<file path="config.mk">
export PLATFORM = sky130hd
export DESIGN_NAME = crc_wfifo
export DESIGN_NICKNAME = d
export VERILOG_FILES = /design/src/rtl/crc_wfifo_pkg.sv /design/src/rtl/crc_wfifo_stage.sv /design/src/rtl/crc_wfifo_store.sv /design/src/rtl/crc_wfifo_ctrl.sv /design/src/rtl/crc_wfifo.sv
export SDC_FILE = /design/constraint.sdc
export NUM_CORES = 1
export LEC_CHECK = 0
export BUFFER_PORTS_ARGS = -buffer_cell sky130_fd_sc_hd__buf_2
export CAP_MARGIN = 10
export CORE_UTILIZATION = 50
export DETAILED_ROUTE_END_ITERATION = 6
export PLACE_DENSITY = 0.66
export SYNTH_ARGS = -nofsm -noshare
export SYNTH_HDL_FRONTEND = slang
export SYNTH_SLANG_ARGS = --single-unit
</file>
<file path="constraint.sdc">
create_clock -name clk -period 9.9 [get_ports clk]
set_input_delay 0.495 -clock clk [delete_from_list [all_inputs] [get_ports clk]]
set_output_delay 0.495 -clock clk [all_outputs]
set_load 0.005 [all_outputs]
</file>
<file path="src/rtl/crc_wfifo_pkg.sv">
package crc_wfifo_pkg;

    parameter int DATA_W     = 32;
    parameter int CFG_W      = 5;
    parameter int LANE_W     = 8;
    parameter int STORE_BITS = 128;

    localparam int NUM_LANES  = DATA_W / LANE_W;
    localparam int LANE_IDX_W = $clog2(NUM_LANES);
    localparam int MAX_DEPTH  = STORE_BITS / LANE_W;
    localparam int CNT_W      = $clog2(MAX_DEPTH + 1);
    localparam int PTR_W      = $clog2(MAX_DEPTH);

    typedef enum logic [1:0] {
        ST_OFF   = 2'd0,
        ST_EMPTY = 2'd1,
        ST_PART  = 2'd2,
        ST_FULL  = 2'd3
    } fill_state_t;

    // Words fitting the shared pool once the width is rounded up to 1, 2 or 4 lanes.
    function automatic logic [CNT_W-1:0] depth_of(input logic [CFG_W-1:0] cfg);
        int rounded;
        if (int'(cfg) >= 2 * LANE_W)
            rounded = DATA_W;
        else if (int'(cfg) >= LANE_W)
            rounded = 2 * LANE_W;
        else
            rounded = LANE_W;
        return CNT_W'(STORE_BITS / rounded);
    endfunction

    function automatic logic [DATA_W-1:0] width_mask(input logic [CFG_W-1:0] cfg);
        logic [DATA_W-1:0] m;
        for (int i = 0; i < DATA_W; i++)
            m[i] = (i <= int'(cfg));
        return m;
    endfunction

    function automatic logic [LANE_IDX_W-1:0] top_lane(input logic [CFG_W-1:0] cfg);
        return LANE_IDX_W'(int'(cfg) / LANE_W);
    endfunction

endpackage

</file>
<file path="src/rtl/crc_wfifo_stage.sv">
module crc_wfifo_stage
    import crc_wfifo_pkg::*;
(
    input  logic                  clk,
    input  logic                  rst_n,
    input  logic                  enable,
    input  logic [CFG_W-1:0]      width_cfg,
    input  logic                  wr_en,
    input  logic [LANE_IDX_W-1:0] wr_lane,
    input  logic [LANE_W-1:0]     wr_byte,
    output logic                  push_req,
    output logic [DATA_W-1:0]     push_word
);

    logic [DATA_W-1:0]     stage_q;
    logic [DATA_W-1:0]     mask;
    logic [DATA_W-1:0]     merged;
    logic [LANE_IDX_W-1:0] tl;
    logic [LANE_W-1:0]     lane_mask;
    logic                  lane_ok;

    always_comb begin
        mask      = width_mask(width_cfg);
        tl        = top_lane(width_cfg);
        lane_mask = mask[wr_lane*LANE_W +: LANE_W];
        merged    = stage_q;
        merged[wr_lane*LANE_W +: LANE_W] = wr_byte & lane_mask;
        lane_ok   = enable && wr_en && (wr_lane <= tl);
        push_req  = lane_ok && (wr_lane == tl);
        push_word = merged & mask;
    end

    always_ff @(posedge clk or negedge rst_n) begin
        if (!rst_n)
            stage_q <= '0;
        else if (!enable || push_req)
            stage_q <= '0;
        else if (lane_ok)
            stage_q <= merged;
    end

endmodule

</file>
<file path="src/rtl/crc_wfifo_store.sv">
module crc_wfifo_store
    import crc_wfifo_pkg::*;
(
    input  logic              clk,
    input  logic              rst_n,
    input  logic              enable,
    input  logic [CNT_W-1:0]  depth,
    input  logic              push_en,
    input  logic [DATA_W-1:0] push_word,
    input  logic              pop_en,
    output logic [DATA_W-1:0] head_word
);

    logic [DATA_W-1:0] mem [MAX_DEPTH];
    logic [PTR_W-1:0]  wr_ptr;
    logic [PTR_W-1:0]  rd_ptr;

    function automatic logic [PTR_W-1:0] advance(input logic [PTR_W-1:0] p,
                                                 input logic [CNT_W-1:0] d);
        if (CNT_W'(p) == d - CNT_W'(1))
            return '0;
        return p + PTR_W'(1);
    endfunction

    always_ff @(posedge clk or negedge rst_n) begin
        if (!rst_n) begin
            wr_ptr <= '0;
            rd_ptr <= '0;
        end else if (!enable) begin
            wr_ptr <= '0;
            rd_ptr <= '0;
        end else begin
            if (push_en)
                wr_ptr <= advance(wr_ptr, depth);
            if (pop_en)
                rd_ptr <= advance(rd_ptr, depth);
        end
    end

    generate
        for (genvar g = 0; g < MAX_DEPTH; g++) begin : g_slot
            always_ff @(posedge clk or negedge rst_n) begin
                if (!rst_n)
                    mem[g] <= '0;
                else if (!enable)
                    mem[g] <= '0;
                else if (push_en && wr_ptr == PTR_W'(g))
                    mem[g] <= push_word;
            end
        end
    endgenerate

    assign head_word = mem[rd_ptr];

endmodule

</file>
<file path="src/rtl/crc_wfifo_ctrl.sv">
module crc_wfifo_ctrl
    import crc_wfifo_pkg::*;
(
    input  logic             clk,
    input  logic             rst_n,
    input  logic             enable,
    input  logic [CNT_W-1:0] depth,
    input  logic             push_req,
    input  logic             pop_req,
    output logic             push_en,
    output logic             pop_en,
    output logic [CNT_W-1:0] count,
    output logic             full,
    output logic             empty,
    output logic             overflow
);

    fill_state_t      state_q, state_n;
    logic [CNT_W-1:0] count_q, count_n;
    logic             ovf_q;

    always_comb begin
        push_en = enable && push_req && (state_q != ST_FULL);
        pop_en  = enable && pop_req && (state_q == ST_PART || state_q == ST_FULL);
        count_n = count_q + CNT_W'(push_en) - CNT_W'(pop_en);
    end

    always_comb begin
        state_n = state_q;
        if (!enable) begin
            state_n = ST_OFF;
        end else begin
            unique case (state_q)
                ST_OFF:   state_n = push_en ? ST_PART : ST_EMPTY;
                ST_EMPTY: state_n = push_en ? ST_PART : ST_EMPTY;
                ST_PART: begin
                    if (count_n == '0)
                        state_n = ST_EMPTY;
                    else if (count_n == depth)
                        state_n = ST_FULL;
                    else
                        state_n = ST_PART;
                end
                ST_FULL:  state_n = pop_en ? ST_PART : ST_FULL;
                default:  state_n = ST_OFF;
            endcase
        end
    end

    always_ff @(posedge clk or negedge rst_n) begin
        if (!rst_n) begin
            state_q <= ST_OFF;
            count_q <= '0;
            ovf_q   <= 1'b0;
        end else begin
            state_q <= state_n;
            count_q <= enable ? count_n : '0;
            if (!enable)
                ovf_q <= 1'b0;
            else if (push_req && state_q == ST_FULL)
                ovf_q <= 1'b1;
        end
    end

    always_comb begin
        full     = 1'b0;
        empty    = 1'b0;
        unique case (state_q)
            ST_OFF:   empty = 1'b1;
            ST_EMPTY: empty = 1'b1;
            ST_PART:  ;
            ST_FULL:  full  = 1'b1;
            default:  empty = 1'b1;
        endcase
        count    = count_q;
        overflow = ovf_q;
    end

endmodule

</file>
<file path="src/rtl/crc_wfifo.sv">
module crc_wfifo
    import crc_wfifo_pkg::*;
(
    input  logic                  clk,
    input  logic                  rst_n,
    input  logic                  enable,
    input  logic [CFG_W-1:0]      width_cfg,
    input  logic                  wr_en,
    input  logic [LANE_IDX_W-1:0] wr_lane,
    input  logic [LANE_W-1:0]     wr_byte,
    input  logic                  pop,
    output logic [DATA_W-1:0]     rd_data,
    output logic [CNT_W-1:0]      word_count,
    output logic                  full,
    output logic                  empty,
    output logic                  overflow
);

    logic [CNT_W-1:0]  depth;
    logic              push_req, push_en, pop_en;
    logic [DATA_W-1:0] push_word, head_word;

    assign depth = depth_of(width_cfg);

    crc_wfifo_stage u_stage (
        .clk       (clk),
        .rst_n     (rst_n),
        .enable    (enable),
        .width_cfg (width_cfg),
        .wr_en     (wr_en),
        .wr_lane   (wr_lane),
        .wr_byte   (wr_byte),
        .push_req  (push_req),
        .push_word (push_word)
    );

    crc_wfifo_ctrl u_ctrl (
        .clk      (clk),
        .rst_n    (rst_n),
        .enable   (enable),
        .depth    (depth),
        .push_req (push_req),
        .pop_req  (pop),
        .push_en  (push_en),
        .pop_en   (pop_en),
        .count    (word_count),
        .full     (full),
        .empty    (empty),
        .overflow (overflow)
    );

    crc_wfifo_store u_store (
        .clk       (clk),
        .rst_n     (rst_n),
        .enable    (enable),
        .depth     (depth),
        .push_en   (push_en),
        .push_word (push_word),
        .pop_en    (pop_en),
        .head_word (head_word)
    );

    assign rd_data = empty ? '0 : head_word;

endmodule

</file>
Yosys cells after proc, flatten, opt, wreduce, memory -nomap -nowiden
Index checks and enable logic that the tools add are counted.
W data, S select, Z words.

word-level totals
  bits of input ports = 20
  logic and storage cells = 210
  register bits = 560
  output and inout bits = 40

operators by class
  bitwise gates (word level) = 3
  equal/unequal tests = 42
  muxes and demuxes = 66
  divide/modulo/power cells = 1
  reductions and logical operators = 32
  magnitude comparators = 35
  shift-type cells = 3
  add/sub/neg operators = 6

operator list
  kind                       count
  $mux W32                   37
  $bmux W32 S4               1
  $le A5 B5 Y1 const A       16
  $le A4 B5 Y1 const A       8
  $ne A2 B1 Y1 const B       19
  $neg A5 Y34                1
  $shift A8 B34 Y32 const A  1
  $shiftx A8 B34 Y32         1
  $and A32 B32 Y32           1
  $bwmux W32                 1
  $div A9 B32 Y32 const A    1
  $eq A4 B4 Y1 const B       8
  $mux W4                    8
  $shiftx A32 B6 Y8          1
  $logic_and A1 B1 Y1        24
  $le A3 B5 Y1 const A       4
  $eq A4 B3 Y1 const B       4
  $mux W1                    12
  $eq A4 B5 Y1               2
  $ge A5 B5 Y1 const B       2
  $le A2 B5 Y1 const A       2
  $mux W5                    2
  $add A4 B1 Y4 const B      2
  $and A8 B8 Y8              1
  24 further kinds           29

Logic depth before layout (Yosys ltp)
Gate-level depths: netlist (run 1).

  depth in word-level cells = 12
  depth in mapped cells = 31
  depth with buffers taken out = 25

Cells and area by module
A second synthesis (run 1) with hierarchy kept.

second synthesis, totals
  cell total of the unflattened synthesis = 3010
  area total of the unflattened synthesis = 29639.7 um^2

modules (own cells, without submodules)
  module           instances  area an instance (um^2)  cells each
  crc_wfifo_store  1          26075.0                  2589
  crc_wfifo_stage  1          2438.6                   281
  crc_wfifo_ctrl   1          578.1                    59
  crc_wfifo        1          548.0                    81

Worst setup path after synthesis (run 1)
OpenSTA, ideal clock, no wires.

  kind = input-to-reg
  start point = input width_cfg[4]
  end point = register u_ctrl.state_q[0]
  cell stages on the path = 31
  setup slack = 3.781 ns
  arrival time = 6.023 ns
  library setup time = 0.095 ns
  path buffers = 7
  cell sequence = buf_2 -> or2_0 -> buf_2 -> clkbuf_1 -> ha_1 -> buf_6 -> nor2_1 -> clkbuf_1 -> clkbuf_1 -> o21ai_0 -> ha_1 -> buf_2 -> inv_1 -> a221oi_1 -> mux2_2 -> nand3_1 -> xnor2_1 -> and3_1 -> or2_4 -> xnor2_1 -> o221ai_2 -> nand2_2 -> and2_1 -> ha_1 -> nor2_1 -> nand4_1 -> a21oi_1 -> nand4_1 -> o31ai_2 -> xnor2_1 -> o31ai_1

between the ends
  cells in the longest elaborated chain, start to end = 12
  elaborated cells on any way between the ends = 20
  classes of those cells = add/sub: 2; div: 1; order compare: 3; eq/ne: 2; mux: 7; reduce/logical: 5

RTL lines
  what                                                      line                  source
  from (decl)                                               crc_wfifo.sv:7        input logic [CFG_W-1:0] width_cfg,
  branches (longest 10 deep; another with $div A9 B32 Y32)  -
  $pmux W2 S3 *                                             crc_wfifo_ctrl.sv:33  unique case (state_q)
  $mux W2 *                                                 crc_wfifo_ctrl.sv:30  if (!enable) begin
  named net u_ctrl.state_n[0]                               crc_wfifo_ctrl.sv:18  fill_state_t state_q, state_n;
  to (signal assigned)                                      crc_wfifo_ctrl.sv:56  state_q <= state_n;
  to (decl)                                                 crc_wfifo_ctrl.sv:18

Mark *: on every way through the listed nets, which the timed path passes.
A chain may end at the register's enable or synchronous reset.

Final worst setup path (run 1)
  start point = input width_cfg[3]
  end point = register u_ctrl.state_q[0]

Same word-level chain as after synthesis.

==> results of run 1 <==
worst max path at each step:
stage	from	endpoint	depth (start not counted)
after floorplan	width_cfg[4]	u_ctrl.state_q[0]$_DFF_PN0_	31
after global placement	width_cfg[3]	u_ctrl.state_q[0]$_DFF_PN0_	27
after detailed placement	width_cfg[3]	u_ctrl.state_q[0]$_DFF_PN0_	27
after CTS	width_cfg[3]	u_ctrl.state_q[0]$_DFF_PN0_	27
after global routing	width_cfg[3]	u_ctrl.state_q[0]$_DFF_PN0_	27
final	width_cfg[3]	u_ctrl.state_q[0]$_DFF_PN0_	27
worst max-delay path: cells and delay by family:
family,cells,cell delay [ns]
and+or+nand+nor,10,2.73
adders and majority gates,3,1.64
buffers and inverters,4,1.17
AOI/OAI and AO/OA,6,1.13
xor gates and xnor gates,3,0.42
muxes,1,0.38
metal layers:
layer	wire [um]	global-route usage
met5	0	0
met4	2000	0.0861
met3	5030	0.0408
met2	36100	0.438
met1	33400	0.393
cells in the mapped netlist, types with 5 or more instances:
cell type	number
clkbuf_1	202
a21o_1	6
inv_1	51
nand3_1	441
o21a_1	5
nor2_1	66
xor2_1	8
nand2_1	161
buf_1	50
mux4_2	160
or3_1	9
o211ai_1	15
o22ai_1	21
and3_1	6
nand4_1	16
xnor2_1	17
dfrtp_1	560
nor2b_1	15
nor4_1	11
buf_2	14
a21oi_1	39
a211o_1	7
a211oi_1	10
mux2_2	50
o21ai_1	8
nand2b_1	14
o21ai_0	530
a31oi_1	10
ha_1	29
nor3_1	20
and2_1	40
state kept, by name (all words and copies together), names as in the netlist:
register	cells
u_ctrl.count	5
u_store.rd_ptr	4
u_stage.stage_q	32
u_store.wr_ptr	4
u_ctrl.state_q	2
u_ctrl.overflow	1
u_store.mem	512
per-stage QoR:
stage               hold WS [ns]  setup WS (ns)  instances
detailed placement         0.466           2.00       3268
global placement           0.457           2.16       3268
global route              0.0423           1.90       3371
floorplan                  0.199           3.78       2690
finish                   -0.0186           2.43       3372
CTS                       0.0254           2.59       3370
cell families (layout without fill, tap and decap cells):
logic type / after synthesis / in the layout / synth area share
buffers and inverters: 326 / 259 / 0.0452
flip-flops: 560 / 560 / 0.497
AND/OR/NAND/NOR: 828 / 828 / 0.145
multiplexers: 214 / 214 / 0.149
XOR/XNOR: 27 / 27 / 0.00937
other: 0 / 1 / 0
adder cells (fa/ha/maj): 32 / 32 / 0.0143
AO/OA/AOI/OAI: 703 / 703 / 0.139
power by group through the flow:
stage	combinational (W)	sequential [W]	clock (W)
global placement	0.000395	0.00234	0
finish	0.000402	0.00230	0.00217
global route	0.000442	0.00230	0.00231
floorplan	0.000266	0.00234	0
CTS	0.000401	0.00230	0.00220
detailed placement	0.000399	0.00235	0
cells in the final DEF (no fill, tap or decap), drive strengths merged, types with 4 or more instances in the layout:
cell type / synthesis / layout
dfrtp: 560 / 560
o21ai: 539 / 539
nand3: 441 / 441
nand2: 162 / 162
mux4: 160 / 160
buf: 69 / 102
clkbuf: 202 / 87
nor2: 66 / 66
inv: 52 / 56
mux2: 50 / 50
and2: 41 / 41
a21oi: 40 / 40
ha: 29 / 29
nor3: 22 / 22
o22ai: 21 / 21
xnor2: 17 / 17
nand4: 16 / 16
nor2b: 16 / 16
o211ai: 15 / 15
nand2b: 14 / 14
nor4: 11 / 11
a211oi: 10 / 10
a31oi: 10 / 10
clkinv: 3 / 10
or3: 9 / 9
or2: 9 / 9
xor2: 8 / 8
a211o: 7 / 7
a21o: 6 / 6
and3: 6 / 6
o21a: 5 / 5
o31ai: 5 / 5
o211a: 4 / 4
nor3b: 4 / 4
mux2i: 4 / 4
a311o: 4 / 4
a22o: 4 / 4
o41ai: 4 / 4
cell type report:
type                    instances  share of cell area
clock inverters                15             0.00615
diodes                          1           0.0000815
flip-flops and latches        560               0.457
multi-input cells            1804               0.423
repair buffers                102              0.0216
well taps                     748              0.0305
inverters                      55             0.00672
clock buffers                  87              0.0557
==> run_results.csv, run 1 <==
group,metric,value,unit
critical_path,path_class,"input pin to flip-flop",
timing,drv_slew,0,
critical_path,crit_path_max_incr_delay,0.90,ns
yosys,synth-edff-count,0,
global_routing,gr-total-overflow,0,
global_routing,grt_pass1_vias,21296,
clocking,post_cts_buffers,0,
yosys,synth_top_area_cell,"dfrtp_1",
critical_path,worstSetupEndpointType,"flip-flop",
power,p_int,0.00368,W
clocking,cts_max_path_buffers,3,
placed_design,post_dp_cell_area,28800,um2
timing,hold_viol_final,3,
clocking,htree_levels,2,
floorplan,placementRows,86,
power,total_power,0.00487,W
floorplan,core_region_area,55400,um2
timing,hold_ws,-0.0186,ns
clocking,insertion_delay,0.62,ns
route,ant_nets,0,
power,swShare,0.244,
critical_path,r2r_start,"u_ctrl.state_q[1]$_DFF_PN0_",
timing,fmaxAchievable,134,MHz
yosys,yosys.area.top_type_share,0.497,
run_status,status,"complete, but fails checks",
floorplan,ios,60,
cells_and_area,fin_util,0.554,
timing,finalSetupViolations,0,
clocking,clock_sinks,560,
route,avgRoutedWirePerCell,22.7,um
yosys,synth_area,28200,um2
clocking,post_cts_hold_buffer_count,0,
critical_path,slowest_stage,"or2_0",
global_routing,grt_max_degree,175,
clocking,cts_resized,0,
job,maxCapViolations,0,
cells_and_area,multi_input_area,13000,um2
floorplan,dieArea,57300,um2
placed_design,hpwl,45000,um
route,vias,21326,
placed_design,port_buffers,59,
clocking,cts_tree,"yes",
yosys,syn_area_per_cell,10.5,um2
power,peakVddDrop,0.000156,V
cells_and_area,drive_above_1_share,0.169,
yosys,syn_inst,2690,
critical_path,crit_required,10.41,ns
yosys,seq_area_frac_synth,0.497,
cells_and_area,postLayoutCellArea,30700,um2
route,first_pass_iters,6,
route,viasPerCell,6.32,
floorplan,die_h,239,um
power,p_leak,12.8,nW
timing,skew,0.0171,ns
clocking,root_buffer,"clkbuf_16",
clocking,cts_buffers,58,
timing,slew_headroom,0.189,
power,power_density,159,nW/um2
cells_and_area,regArea,14000,um2
critical_path,reg2reg_slack,5.67,ns
timing,finalCritPeriodShare,0.755,
power,p_switching,0.00119,W
global_routing,grt_pass1_wl,122000,um
floorplan,start_util,0.509,
critical_path,cp.arrival,7.99,ns
floorplan,die_w,239,um
cells_and_area,n_fill_cell,4738,
cells_and_area,syn2layout_area_growth,9.00,%
route,drc,0,
timing,tns,0,ns
timing,grt_setup_unrepaired,"false",
power,pwr-share-clk,0.445,
placed_design,gp_congestion,0.872,
cells_and_area,final_nets,2631,
clocking,path_clk_slew,0.06,ns
yosys,postSynth.asyncResetShare,1.00,
run_status,violations,"hold timing",
power,share_comb_of_total_power,0.082,
yosys,yosysUniqueCellTypes,85,
critical_path,startpoint_type,"input pin",
global_routing,antenna_found_initial,1,
critical_path,path_max_fanout,30,
global_routing,grt_use_total,0.276,
route,drt_iter0_markers,2273,
power,seqPwrFrac,0.473,
route,totalWireLength,76500,um
yosys,synthTopCellsByArea,"dfrtp_1 (50%), mux4_2 (13%), o21ai_0 (9.4%), nand3_1 (7.8%), clkbuf_1 (2.7%)",
timing,post-route-min-period,7.47,ns
critical_path,r2r_cells,16,
yosys,ys.flop_type,"dfrtp_1",
timing,worst_pin_slew,1.22,ns
hold_path,min-delay-path-class,"input pin to asynchronous set/reset pin",
yosys,synth_seq_cells,560,
critical_path,reg2reg_to,"u_ctrl.state_q[0]$_DFF_PN0_",
yosys,synth_nets,2740,
yosys,synth-warning-count,0,
(Power assumes the default switching activity.)
==> run 2, diff against run 1 <==
Settings changed: PLACE_DENSITY 0.66 to 0.68.
Clock period 9.9 ns to 6.4 ns, I/O delays scaled along.
==> run 2 against run 1 <==
The run now ends clean. Via count rose by 0.93%. Hold slack improved by 0.12 ns. Wire length rose by 0.29%. Largest cell class unchanged.
==> run_results.csv, run 2 (same netlist as run 1, synthesis figures left out) <==
group,metric,value,unit
run_status,status,"finished, final reports clean",
timing,finalCritPeriodShare,0.815,
clocking,insertion_delay,0.63,ns
route,totalWireLength,76700,um
cells_and_area,max_flop_register,"u_store.mem",
power,peakVddDrop,0.000227,V
critical_path,crit_family,"compound AO/OA/AOI/OAI gates",
hold_path,min_from,"pop",
timing,grt_setup_unrepaired,"false",
route,avgRoutedWirePerCell,22.7,um
floorplan,start_util,0.509,
critical_path,slowest_stage,"ha_1",
timing,finalSetupViolations,0,
cells_and_area,largest_reg_flops,512,
power,p_leak,12.9,nW
route,viasPerCell,6.36,
clocking,cts_tree,"yes",
timing,worst_pin_slew,1.20,ns
timing,skew,0.0239,ns
power,power_density,248,nW/um2
floorplan,die_w,239,um
critical_path,path_max_fanout,13,
critical_path,path_buf_inv,4,
floorplan,ios,60,
cells_and_area,final_cell_mix,"dfrtp_1 (555), o21ai_0 (530), nand3_1 (430), nand2_1 (161), mux4_2 (160)",
critical_path,crit_path_max_incr_delay,0.48,ns
floorplan,placementRows,86,
critical_path,worstSetupEndpointType,"flip-flop",
critical_path,reg2reg_slack,2.00,ns
placed_design,port_buffers,59,
global_routing,grt_pass1_wl,121000,um
cells_and_area,final_common_cell,"dfrtp_1",
job,maxCapViolations,0,
placed_design,post_dp_cell_area,28900,um2
cells_and_area,n_fill_cell,4686,
timing,hold_viol_final,0,
placed_design,gp_congestion,0.868,
cells_and_area,final_nets,2641,
critical_path,cp.arrival,5.74,ns
global_routing,gr-total-overflow,0,
timing,fmaxAchievable,192,MHz
cells_and_area,regArea,14000,um2
cells_and_area,multi_input_area,13000,um2
route,vias,21525,
critical_path,crit_required,6.92,ns
clocking,cts_max_path_buffers,3,
hold_path,whs_path_depth,4,
timing,drv_slew,0,
critical_path,startpoint_type,"input pin",
clocking,cts_buffers,57,
hold_path,hold_end,"u_store.rd_ptr[2]$_DFFE_PN0P_",
floorplan,core_region_area,55400,um2
clocking,root_buffer,"clkbuf_16",
global_routing,grt_max_degree,173,
cells_and_area,drive_above_1_share,0.176,
clocking,htree_levels,2,
timing,slew_headroom,0.200,
power,total_power,0.00766,W
cells_and_area,syn2layout_area_growth,9.66,%
route,drt_iter0_markers,2183,
route,ant_nets,0,
global_routing,grt_pass1_vias,20978,
clocking,path_clk_slew,0.06,ns
critical_path,r2r_cells,17,
critical_path,reg2reg_to,"u_ctrl.state_q[0]$_DFF_PN0_",
placed_design,placed_cells,3278,
route,first_pass_iters,5,
route,drc,0,
cells_and_area,diodes,0,
clocking,clock_sinks,560,
global_routing,antenna_found_initial,1,
clocking,post_cts_buffers,0,
critical_path,path_class,"input pin to flip-flop",
placed_design,hpwl,45500,um
critical_path,r2r_start,"u_ctrl.state_q[1]$_DFF_PN0_",
timing,post-route-min-period,5.22,ns
hold_path,min-delay-path-class,"input pin to flip-flop",
timing,tns,0,ns
cells_and_area,final_cells,3386,
cells_and_area,postLayoutCellArea,30900,um2
floorplan,die_h,239,um
floorplan,dieArea,57300,um2
global_routing,grt_use_total,0.273,
-- run 2: changes by cell type in the layout (fill, tap and decap cells not counted), sizes merged --
cell         delta
clkinv         +10
dlygate4sd3     +1
bufinv          +2
inv             -2
buf            +10
diode           -1
clkbuf          -8
clkinvlp        +2
-- run 2: cell type report --
type / count / share of cell area
inverters: 55 / 0.00668
multi-input cells: 1804 / 0.420
clock inverters: 27 / 0.00972
flip-flops and latches: 560 / 0.454
well taps: 748 / 0.0303
clock buffers: 79 / 0.0544
repair buffers: 113 / 0.0250
-- run 2: what timing repair did --
item,in CTS,in global routing
endpoints found under the hold margin,113,0
hold buffers,1,0
gates resized for setup,0,0
-- run 2: worst max-delay path by stage --
stage	cells after the start	slack, ns	startpoint	end
floorplan	31	0.46	width_cfg[4]	u_ctrl.state_q[0]$_DFF_PN0_
detailed placement	26	0.57	width_cfg[4]	u_ctrl.state_q[0]$_DFF_PN0_
finish	26	1.18	width_cfg[4]	u_ctrl.state_q[0]$_DFF_PN0_
global route	26	0.69	width_cfg[4]	u_ctrl.state_q[0]$_DFF_PN0_
global placement	25	0.68	width_cfg[4]	u_ctrl.state_q[0]$_DFF_PN0_
CTS	26	1.24	width_cfg[4]	u_ctrl.state_q[0]$_DFF_PN0_
-- run 2: worst reg2reg max path, stage by stage, from the launching register on --
cell     delay [ns]
dfrtp_2        0.97
inv_1          0.31
nor2_1         0.44
nor2_2         0.07
buf_4          0.23
inv_1          0.20
ha_1           0.15
inv_1          0.03
ha_1           0.19
fa_1           0.41
a21o_1         0.18
a21oi_1        0.17
xnor2_1        0.23
and3_1         0.21
nor3_1         0.05
a21oi_1        0.15
nand3_1        0.09
o31ai_1        0.22
-- run 2: metal layers --
metal,vias to the layer above,GRT usage,part of all wire
li1,9621,-,-
met1,10933,0.398,0.44
met2,835,0.424,0.46
met3,136,0.0401,0.070
met4,0,0.0820,0.027
met5,-,0,0
-- run 2: report_power, final --
| part | total (W) | leakage [nW] | switching (W) | internal (W) |
|---|---|---|---|---|
| registers | 0.00357 | 7.81 | 0.0000195 | 0.00355 |
| clock network | 0.00346 | 0.984 | 0.00143 | 0.00204 |
| logic | 0.000626 | 4.13 | 0.000436 | 0.000190 |
| total | 0.00766 | 12.9 | 0.00188 | 0.00578 |
-- run 2: metrics by stage --
stage,hold slack (ns),utilization,worst slack [ns]
after floorplan,0.0244,-,0.456
after global placement,0.457,0.522,0.685
after detailed placement,0.466,0.522,0.566
after CTS,0.0643,0.558,1.24
after global routing,0.0998,0.558,0.694
final,0.102,0.558,1.18
